File: src/rtl/cfg_chain_pkg.sv
// Shared types for the daisy-chain configuration node.
// Assumes: a single clock domain (the shared configuration clock).
package cfg_chain_pkg;

    typedef enum logic [1:0] {
        NODE_HUNT = 2'd0,   // scanning for the alignment pattern
        NODE_LOAD = 2'd1,   // absorbing payload bits
        NODE_FULL = 2'd2    // memory full, forwarding the stream
    } node_state_t;

endpackage

File: src/rtl/ccn_align_detect.sv
// Sliding-window alignment detector.
// Shifts one bit per enabled clock (the earliest bit ends up in the MSB).
// The hit output is combinational on the current bit.
// Assumes: PATTERN is non-zero, because the window restarts at zero.
module ccn_align_detect #(
    parameter int          PAT_BITS = 32,
    parameter logic [PAT_BITS-1:0] PATTERN = 32'hC3A5_1E7B
) (
    input  logic clk,
    input  logic rst_n,
    input  logic enable,
    input  logic bit_in,
    output logic hit
);
    logic [PAT_BITS-1:0] window_q;
    logic [PAT_BITS-1:0] window_nxt;

    // Candidate window including the bit on the input now.
    assign window_nxt = {window_q[PAT_BITS-2:0], bit_in};
    assign hit        = enable && (window_nxt == PATTERN);

    // Shift the window while hunting; clear it on restart.
    always_ff @(posedge clk) begin
        if (!rst_n)
            window_q <= '0;
        else if (enable)
            window_q <= window_nxt;
    end
endmodule

File: src/rtl/ccn_payload_load.sv
// Payload absorber: assembles serial bits into words MSB-first.
// Emits a one-cycle write strobe per word, with word addresses counting up from 0.
// Flags the cycle in which the final payload bit arrives.
// Assumes: WORD_BITS >= 2 and PAYLOAD_BITS is a multiple of WORD_BITS.
module ccn_payload_load #(
    parameter int PAYLOAD_BITS = 64,
    parameter int WORD_BITS    = 8,
    parameter int ADDR_W       = 3
) (
    input  logic                 clk,
    input  logic                 rst_n,
    input  logic                 load_en,
    input  logic                 bit_in,
    output logic                 last_bit,
    output logic                 we,
    output logic [ADDR_W-1:0]    addr,
    output logic [WORD_BITS-1:0] data
);
    localparam int CNT_W = $clog2(PAYLOAD_BITS + 1);
    localparam int WC_W  = $clog2(WORD_BITS);

    logic [CNT_W-1:0]     bit_cnt_q;
    logic [WC_W-1:0]      word_bit_q;
    logic [WORD_BITS-1:0] shift_q;
    logic [WORD_BITS-1:0] shift_nxt;
    logic [ADDR_W-1:0]    next_addr_q;

    assign shift_nxt = {shift_q[WORD_BITS-2:0], bit_in};
    assign last_bit  = load_en && (bit_cnt_q == CNT_W'(PAYLOAD_BITS - 1));

    // Count payload bits so the top level can tell when the memory is full.
    always_ff @(posedge clk) begin
        if (!rst_n)
            bit_cnt_q <= '0;
        else if (load_en)
            bit_cnt_q <= bit_cnt_q + 1'b1;
    end

    // Assemble words and issue one write strobe per completed word.
    always_ff @(posedge clk) begin
        if (!rst_n) begin
            word_bit_q  <= '0;
            shift_q     <= '0;
            next_addr_q <= '0;
            we          <= 1'b0;
            addr        <= '0;
            data        <= '0;
        end else begin
            we <= 1'b0;
            if (load_en) begin
                shift_q <= shift_nxt;
                if (word_bit_q == WC_W'(WORD_BITS - 1)) begin
                    word_bit_q  <= '0;
                    we          <= 1'b1;
                    data        <= shift_nxt;
                    addr        <= next_addr_q;
                    next_addr_q <= next_addr_q + 1'b1;
                end else begin
                    word_bit_q <= word_bit_q + 1'b1;
                end
            end
        end
    end
endmodule

File: src/rtl/ccn_forward.sv
// Pass-through stage toward the next device.
// Holds the output high until forwarding is enabled. After that it
// repeats the input with one register of delay.
module ccn_forward (
    input  logic clk,
    input  logic rst_n,
    input  logic fwd_en,
    input  logic bit_in,
    output logic bit_out
);
    // Idle-high until full, then copy the input one clock late.
    always_ff @(posedge clk) begin
        if (!rst_n)
            bit_out <= 1'b1;
        else
            bit_out <= fwd_en ? bit_in : 1'b1;
    end
endmodule

File: src/rtl/ccn_startup.sv
// Done-line handling: holds the shared wired-AND line low until this node
// is full. Latches startup once it is full and the sampled line reads high.
// Assumes: done_line is already synchronous to clk.
module ccn_startup (
    input  logic clk,
    input  logic rst_n,
    input  logic full,
    input  logic done_line,
    output logic pull_low,
    output logic started
);
    assign pull_low = !full;

    // Sticky startup flag, gated by the chain-wide done level.
    always_ff @(posedge clk) begin
        if (!rst_n)
            started <= 1'b0;
        else if (full && done_line)
            started <= 1'b1;
    end
endmodule

File: src/rtl/cfg_chain_node.sv
// One device's configuration front end in a serial daisy chain.
// Sequence: hunt for the alignment pattern, load PAYLOAD_BITS bits into
// memory words, then forward the rest of the stream and wait for the
// shared done line before startup.
// Assumes: prog_n is synchronous to clk, and all inputs share the clk domain.
module cfg_chain_node #(
    parameter logic [31:0] ALIGN_WORD   = 32'hC3A5_1E7B,
    parameter int          PAYLOAD_BITS = 64,
    parameter int          WORD_BITS    = 8,
    localparam int         WORDS        = PAYLOAD_BITS / WORD_BITS,
    localparam int         ADDR_W       = (WORDS > 1) ? $clog2(WORDS) : 1
) (
    input  logic                 clk,
    input  logic                 prog_n,
    input  logic                 ser_in,
    output logic                 ser_out,
    input  logic                 done_line,
    output logic                 done_pull_low,
    output logic                 mem_we,
    output logic [ADDR_W-1:0]    mem_addr,
    output logic [WORD_BITS-1:0] mem_data,
    output logic                 mem_full,
    output logic                 startup
);
    import cfg_chain_pkg::*;

    node_state_t state_q;
    logic        align_hit;
    logic        last_bit;
    logic        hunting;
    logic        loading;

    assign hunting  = (state_q == NODE_HUNT);
    assign loading  = (state_q == NODE_LOAD);
    assign mem_full = (state_q == NODE_FULL);

    // Phase sequencing: hunt -> load -> full; only a program pulse returns to hunt.
    always_ff @(posedge clk) begin
        if (!prog_n)
            state_q <= NODE_HUNT;
        else begin
            case (state_q)
                NODE_HUNT: if (align_hit) state_q <= NODE_LOAD;
                NODE_LOAD: if (last_bit)  state_q <= NODE_FULL;
                default:                  state_q <= NODE_FULL;
            endcase
        end
    end

    ccn_align_detect #(
        .PAT_BITS (32),
        .PATTERN  (ALIGN_WORD)
    ) u_align (
        .clk    (clk),
        .rst_n  (prog_n),
        .enable (hunting),
        .bit_in (ser_in),
        .hit    (align_hit)
    );

    ccn_payload_load #(
        .PAYLOAD_BITS (PAYLOAD_BITS),
        .WORD_BITS    (WORD_BITS),
        .ADDR_W       (ADDR_W)
    ) u_load (
        .clk      (clk),
        .rst_n    (prog_n),
        .load_en  (loading),
        .bit_in   (ser_in),
        .last_bit (last_bit),
        .we       (mem_we),
        .addr     (mem_addr),
        .data     (mem_data)
    );

    ccn_forward u_fwd (
        .clk     (clk),
        .rst_n   (prog_n),
        .fwd_en  (mem_full),
        .bit_in  (ser_in),
        .bit_out (ser_out)
    );

    ccn_startup u_start (
        .clk       (clk),
        .rst_n     (prog_n),
        .full      (mem_full),
        .done_line (done_line),
        .pull_low  (done_pull_low),
        .started   (startup)
    );
endmodule

File: config.mk
export PLATFORM = sky130hd
export DESIGN_NAME = cfg_chain_node
export DESIGN_NICKNAME = d
export VERILOG_FILES = /design/src/rtl/cfg_chain_pkg.sv /design/src/rtl/ccn_align_detect.sv /design/src/rtl/ccn_payload_load.sv /design/src/rtl/ccn_forward.sv /design/src/rtl/ccn_startup.sv /design/src/rtl/cfg_chain_node.sv
export SDC_FILE = /design/constraint.sdc
export NUM_CORES = 1
export LEC_CHECK = 0
export ABC_AREA = 1
export BUFFER_PORTS_ARGS = -buffer_cell sky130_fd_sc_hd__buf_4
export CAP_MARGIN = 20
export CORE_ASPECT_RATIO = 1.4
export CORE_MARGIN = 2
export CORE_UTILIZATION = 38
export CTS_CLUSTER_DIAMETER = 120
export DETAILED_ROUTE_END_ITERATION = 10
export GPL_TIMING_DRIVEN = 0
export PLACE_DENSITY = 0.56
export SYNTH_ARGS = -nofsm -noshare
export SYNTH_HDL_FRONTEND = slang
export SYNTH_SLANG_ARGS = --single-unit
File: constraint.sdc
create_clock -name clk -period 1.3 [get_ports clk]
set_input_delay 0.13 -clock clk [delete_from_list [all_inputs] [get_ports clk]]
set_output_delay 0.13 -clock clk [all_outputs]
set_load 0.005 [all_outputs]
==> results of run 1 <==
cells by family after synthesis:
group                      Yosys count
AOI/OAI and AO/OA                   77
xor gates and xnor gates             1
adders and majority gates            4
buffers and inverters               44
DFF                                 67
and+or+nand+nor                    127
synth_stat cells (3+ instances only):
cell type	n
buf_2	3
clkbuf_1	4
buf_4	5
a21oi_1	26
nand2_1	40
o21ai_1	4
nand3_1	15
nor2_1	57
o21ai_0	46
ha_1	4
dfxtp_1	67
nand2_4	3
inv_1	26
nand4_1	3
power by group through the flow:
stage / registers [mW] / logic [mW] / clock network [mW]
2_1_floorplan: 2.11 / 0.0554 / 0
3_3_place_gp: 2.11 / 0.0806 / 0
3_5_place_dp: 2.11 / 0.0816 / 0
4_1_cts: 2.06 / 0.0822 / 1.80
5_1_grt: 2.06 / 0.0935 / 1.88
6_report: 2.06 / 0.0814 / 1.74
timing repair:
action / CTS / global route
hold buffers: 0 / 0
cloned: 0 / 0
resized for setup: 1 / 8
setup endpoints to repair: 2 / 16
pin swaps: 0 / 1
worst register-to-register path, cell delays in order (launching register included):
cell and delay [ps]:
dfxtp_2 370, ha_1 190, inv_1 100, nor3_4 210, nand4_1 110, nand2_1 80, nor2_1 40
final timing paths:
check,cells after the start,end,slack (ps)
worst max-delay path,6,u_load.bit_cnt_q[6],110
worst max register to register,6,u_load.bit_cnt_q[6],110
worst min register to register,2,u_load.shift_q[6],450
worst min-delay path,3,u_start.started,40
state kept, by name, summed over array words and instances (netlist names):
signal              flops
u_load.data             8
u_load.we               1
u_start.started         1
u_load.addr             3
u_load.bit_cnt_q        7
state_q                 2
u_fwd.bit_out           1
u_load.next_addr_q      3
u_align.window_q       31
u_load.word_bit_q       3
u_load.shift_q          7
metrics by stage:
stage,power [mW],setup WS (ps),instance area [µm²],std cells
after detailed placement,2.188,40.39,2795,412
final,3.882,112.2,3030,428
after global placement,2.187,61.22,2795,412
after global routing,4.028,1.075,3030,428
after CTS,3.937,8.173,3000,428
after floorplan,2.161,150.4,2567,320
cell type report:
class	count	area [µm²]	share of cell area, %
clock buffer	10	137.6	4.542
timing repair buffer	18	135.1	4.459
clock inverter	6	65.06	2.147
sequential	67	1344	44.34
multi-input combinational	209	1044	34.43
tap	74	92.59	3.055
buffer	16	100.1	3.303
inverter	28	112.6	3.716
layout by cell type (no fill, tap or decap), drive strengths merged, types with 3 or more instances in the layout:
cell type  count
nor2          59
a21oi         26
nand3         16
o21ai         50
clkinvlp       4
buf           28
nand4          3
ha             4
nor3           3
nand2         43
dfxtp         67
inv           28
clkbuf        16
layer usage:
layer | track usage [%] | share of wire [%] | vias to the layer above
met5 | 0 | 0 | -
met4 | 9.231 | 2.4 | 0
met3 | 3.682 | 2.8 | 11
met2 | 25.34 | 49 | 30
met1 | 17.27 | 46 | 953
li1 | - | - | 1099
==> metrics.cfg, run 1 <==
[status]
status=complete, no violations

[logic_synthesis]
syn_nets=328
syn_area_um2=2567
synth_edf_count=0
synth_largest_area_cell=dfxtp_1
synth_top_area_share_pct=52.24
ys_types=28
synth_area_leaders=dfxtp_1 52%, o21ai_0 9.0%, nor2_1 8.3%, nand2_1 5.8%, a21oi_1 5.1%
synth_area_per_cell_um2=8.023
seq_area_frac_synth_pct=52.24
synth-seq-cells=67
synth_top_family_by_area=simple AND/OR/NAND/NOR gates
synth_compound_area_share_pct=15.11
ys.flop_type=dfxtp_1
synth.area.mux_share_pct=0
yosysWarningCount=0
synthXorXnorAreaFrac_pct=0.3411
netlist_instances=320
synth-simple-area-share_pct=22.08
synthArstFlopShare_pct=0
synth_adder_area_share_pct=1.949

[setup_path]
max_stage_delay_ps=370
crit_required_ps=1540
critPathTopFamily=simple AND/OR/NAND/NOR gates
slowest_stage=dfxtp_2
end_kind=register
crit_chain=ha_1, inv_1, nor3_4, nand4_1, nand2_1, nor2_1
cp-start-kind=register
r2r_start=u_load.bit_cnt_q[0]
crit_type=reg2reg
timing.critical_path.buf_inv=1
crit_path_start=u_load.bit_cnt_q[0]
crit_arrival_ps=1430
cp_max_fo=3

[clocking]
postCtsSetupRepairBufs=0
clk_path_buf_depth=2
clk_pin_slew_worst_paths_ps=70
cts-buffers-inserted=9
cts_tree=built
clk-insertion-delay-late_ps=340
clkSinkCount=67
cts_root_buf=clkbuf_8
htree_levels=3

[sta]
final-hold-violation-count=0
finalCritPeriodShare_pct=91.37
fin_crit_ps=1188
fmax_mhz=841.9
rsz0062_at_grt=no
hold_ws_ps=40.59
setup_tns_ps=0
maxSlewViolCount=0
setup-violations-final=0
worst_pin_slew_ps=500.8
worst_clock_skew_ps=7.669
worst_slew_margin_rel_pct=66.61

[power]
peakVddDrop_v=0.0006293
p_int_mw=3.014
sequentialPowerShare_pct=53.0
leakage_nw=1.241
clkPwrFrac_pct=44.9
pwr-share-comb_pct=2.1
swShare_pct=22.36
power_density_nw_per_um2=1281
switchingPower_mw=0.8679

[floorplan]
floorplan.die_area_um2=7439
initial_core_util_pct=39.09
die_w_um=73.47
ios=20
rows=35
die_h_um=101.3
core_area_um2=6569

[routing]
drt_wl_total_um=5271
wl_per_cell_um=12.32
drt_iter0_markers=85
vias=2093
dr.pass1.iters=4
detail-route-antenna-nets=0
vias_per_cell=4.890
drc_errors=0

[finish]
fin_nets=357
diodes=0
drive_above_1_share_pct=17.23
final_util_pct=46.13
area_delta_synth_final_pct=18.03
n_fill_cell=658

[global_route]
grt_overflow=0
grt_pass1_vias=1949
grt_max_degree=13
antenna_found_initial=0
grt_pass1_wl_um=8659
grt_usage_pct=15.22

[place]
io_buffers=18
hpwl_um=3618
gp_congestion=0.7931

[min_path]
min_from=done_line
min_path_type=in2reg

[run]
maxCapViolations=0

(Power assumes the default switching activity.)
==> run 2, diff against run 1 <==
- clock period: 1.3 -> 1.14 ns (I/O delays scaled with it)
==> run 2 against run 1 <==
Sequential power is 14% higher. Critical path depth down 2. Final cell count is 2.3% higher. Non-clock buffer count grew 10. Critical endpoint is now done_pull_low. The run now ends with negative setup slack left. Clock skew about the same. Worst setup slack lost 120 ps.
==> metrics.cfg, run 2 (synthesized netlist as in run 1, its figures left out) <==
[power]
p_int_mw=3.661  ; +21%
sequentialPowerShare_pct=50.0  ; -3.0 points
power_density_nw_per_um2=1416  ; +11%
peakVddDrop_v=0.0005855  ; -7.0%
leakage_nw=1.323  ; +6.6%
pwr-share-comb_pct=2.1  ; about the same
switchingPower_mw=1.021  ; +18%
clkPwrFrac_pct=47.8  ; +2.9 points
swShare_pct=21.81  ; -0.55 points

[sta]
setup-violations-final=1  ; +1
final-hold-violation-count=0  ; unchanged
finalCritPeriodShare_pct=100.5
rsz0062_at_grt=yes
worst_pin_slew_ps=531.3  ; +30.56 ps
fin_crit_ps=1146
setup_tns_ps=-6.099  ; -6.099 ps
worst_clock_skew_ps=7.788  ; +0.1195 ps
fmax_mhz=872.5
worst_slew_margin_rel_pct=64.58  ; -2.0 points
maxSlewViolCount=0  ; unchanged
setup_ws_ps=-6.099  ; -118.3 ps

[finish]
largest_reg_flops=31  ; unchanged
fin_nets=367  ; +2.8%
final_common_cell=dfxtp_1
layout.cells.most_common_list=60 x dfxtp_1, 54 x nor2_1, 38 x nand2_1
largest_register=u_align.window_q
biggestRegsByFlops=u_align.window_q x31, u_load.data x8
final_util_pct=50.34  ; +4.2 points
drive_above_1_share_pct=25.55  ; +8.3 points
area_delta_synth_final_pct=28.80
n_fill_cell=630  ; -4.3%
diodes=0  ; unchanged

[setup_path]
cp_max_fo=3  ; unchanged
cp-start-kind=register
slowest_stage=dfxtp_4
timing.critical_path.buf_inv=3  ; +2
critPathTopFamily=flip-flops
max_stage_delay_ps=370  ; about the same
end_kind=primary output
crit_arrival_ps=1030  ; -400 ps
crit_chain=inv_4, nor2_4, inv_2, buf_6
crit_type=reg2out
crit_required_ps=1030  ; -510 ps

[floorplan]
die_h_um=101.3  ; unchanged
die_w_um=73.47  ; unchanged
rows=35  ; unchanged
initial_core_util_pct=39.09  ; unchanged
floorplan.die_area_um2=7439  ; unchanged
core_area_um2=6569  ; unchanged
ios=20  ; unchanged

[clocking]
clk-insertion-delay-late_ps=350  ; about the same
cts-buffers-inserted=9  ; unchanged
clk_pin_slew_worst_paths_ps=70  ; about the same
hold_buffers=0  ; unchanged
clkSinkCount=67  ; unchanged
clk_path_buf_depth=2  ; unchanged
htree_levels=3  ; unchanged
cts_root_buf=clkbuf_8
cts_tree=built

[routing]
detail-route-antenna-nets=0  ; unchanged
wl_per_cell_um=12.87  ; +4.5%
drc_errors=0  ; unchanged
vias_per_cell=4.911  ; +0.42%
vias=2151  ; +2.8%
drt_iter0_markers=85  ; unchanged
drt_wl_total_um=5637  ; +6.9%
dr.pass1.iters=4  ; unchanged

[global_route]
grt_overflow=0  ; unchanged
grt_max_degree=13  ; unchanged
antenna_found_initial=0  ; unchanged
grt_pass1_wl_um=9156  ; +5.7%
grt_usage_pct=16.37  ; +1.1 points
grt_pass1_vias=2094  ; +7.4%

[place]
io_buffers=18  ; unchanged
hpwl_um=3583  ; -0.95%
gp_congestion=0.7966  ; +0.44%

[run]
maxCapViolations=0  ; unchanged

[min_path]
min_path_type=in2reg

[status]
violations=negative setup slack
status=finished, violations left

run 2: layout make-up:
class                           instances  area [µm²]  area share (%)
Clock inverter                          6       88.84           2.686
Buffer                                 16       120.1           3.632
Tap cell                               74       92.59           2.800
Sequential cell                        67        1355           40.98
Multi-Input combinational cell        209        1151           34.81
Timing Repair Buffer                   28       236.5           7.151
Inverter                               28       125.1           3.784
Clock buffer                           10       137.6           4.162
run 2: final timing paths:
check / from / to / slack [ps] / cells past startpoint
max: state_q[1] / done_pull_low / -6 / 4
min: done_line / u_start.started / 20 / 3
max reg2reg: state_q[0] / state_q[0] / 0 / 6
min reg2reg: u_load.bit_cnt_q[3] / u_load.bit_cnt_q[3] / 450 / 1
run 2: timing repair:
action | 4_1_cts | 5_1_grt
gates resized for setup | 18 | 50
setup buffers | 4 | 3
gates cloned | 1 | 2
endpoints found under the setup margin | 19 | 45
pin swaps | 4 | 14
run 2: power groups by stage:
stage          sequential, mW  combinational [mW]  clock [mW]
3_5_place_dp             2.40              0.0935           0
6_report                 2.34               0.100        2.24
2_1_floorplan            2.40              0.0632           0
5_1_grt                  2.34               0.114        2.39
4_1_cts                  2.35              0.0941        2.29
3_3_place_gp             2.40              0.0919           0
run 2: layer usage:
layer	vias up	track usage [%]	part of all wire (%)
li1	1118	-	-
met1	990	17.93	45
met2	27	27.20	50
met3	16	3.980	2.0
met4	0	11.47	3.2
met5	-	0	0
run 2: metrics by stage:
stage / area [µm²] / instances / worst slack (ps) / power, mW / hold slack (ps)
after floorplan: 2570 / 320 / 22.76 / 2.464 / 255.1
after global placement: 2798 / 412 / -91.35 / 2.494 / 372.5
after detailed placement: 2798 / 412 / -86.05 / 2.496 / 387.6
after CTS: 3115 / 433 / -22.23 / 4.727 / 17.70
after global routing: 3307 / 438 / -59.58 / 4.851 / 45.28
final: 3307 / 438 / -6.099 / 4.682 / 24.47
run 2: tightest hold or removal path, cell delays in order:
cell,delay [ps]
buf_4,110
nand2_1,50
a21oi_1,50
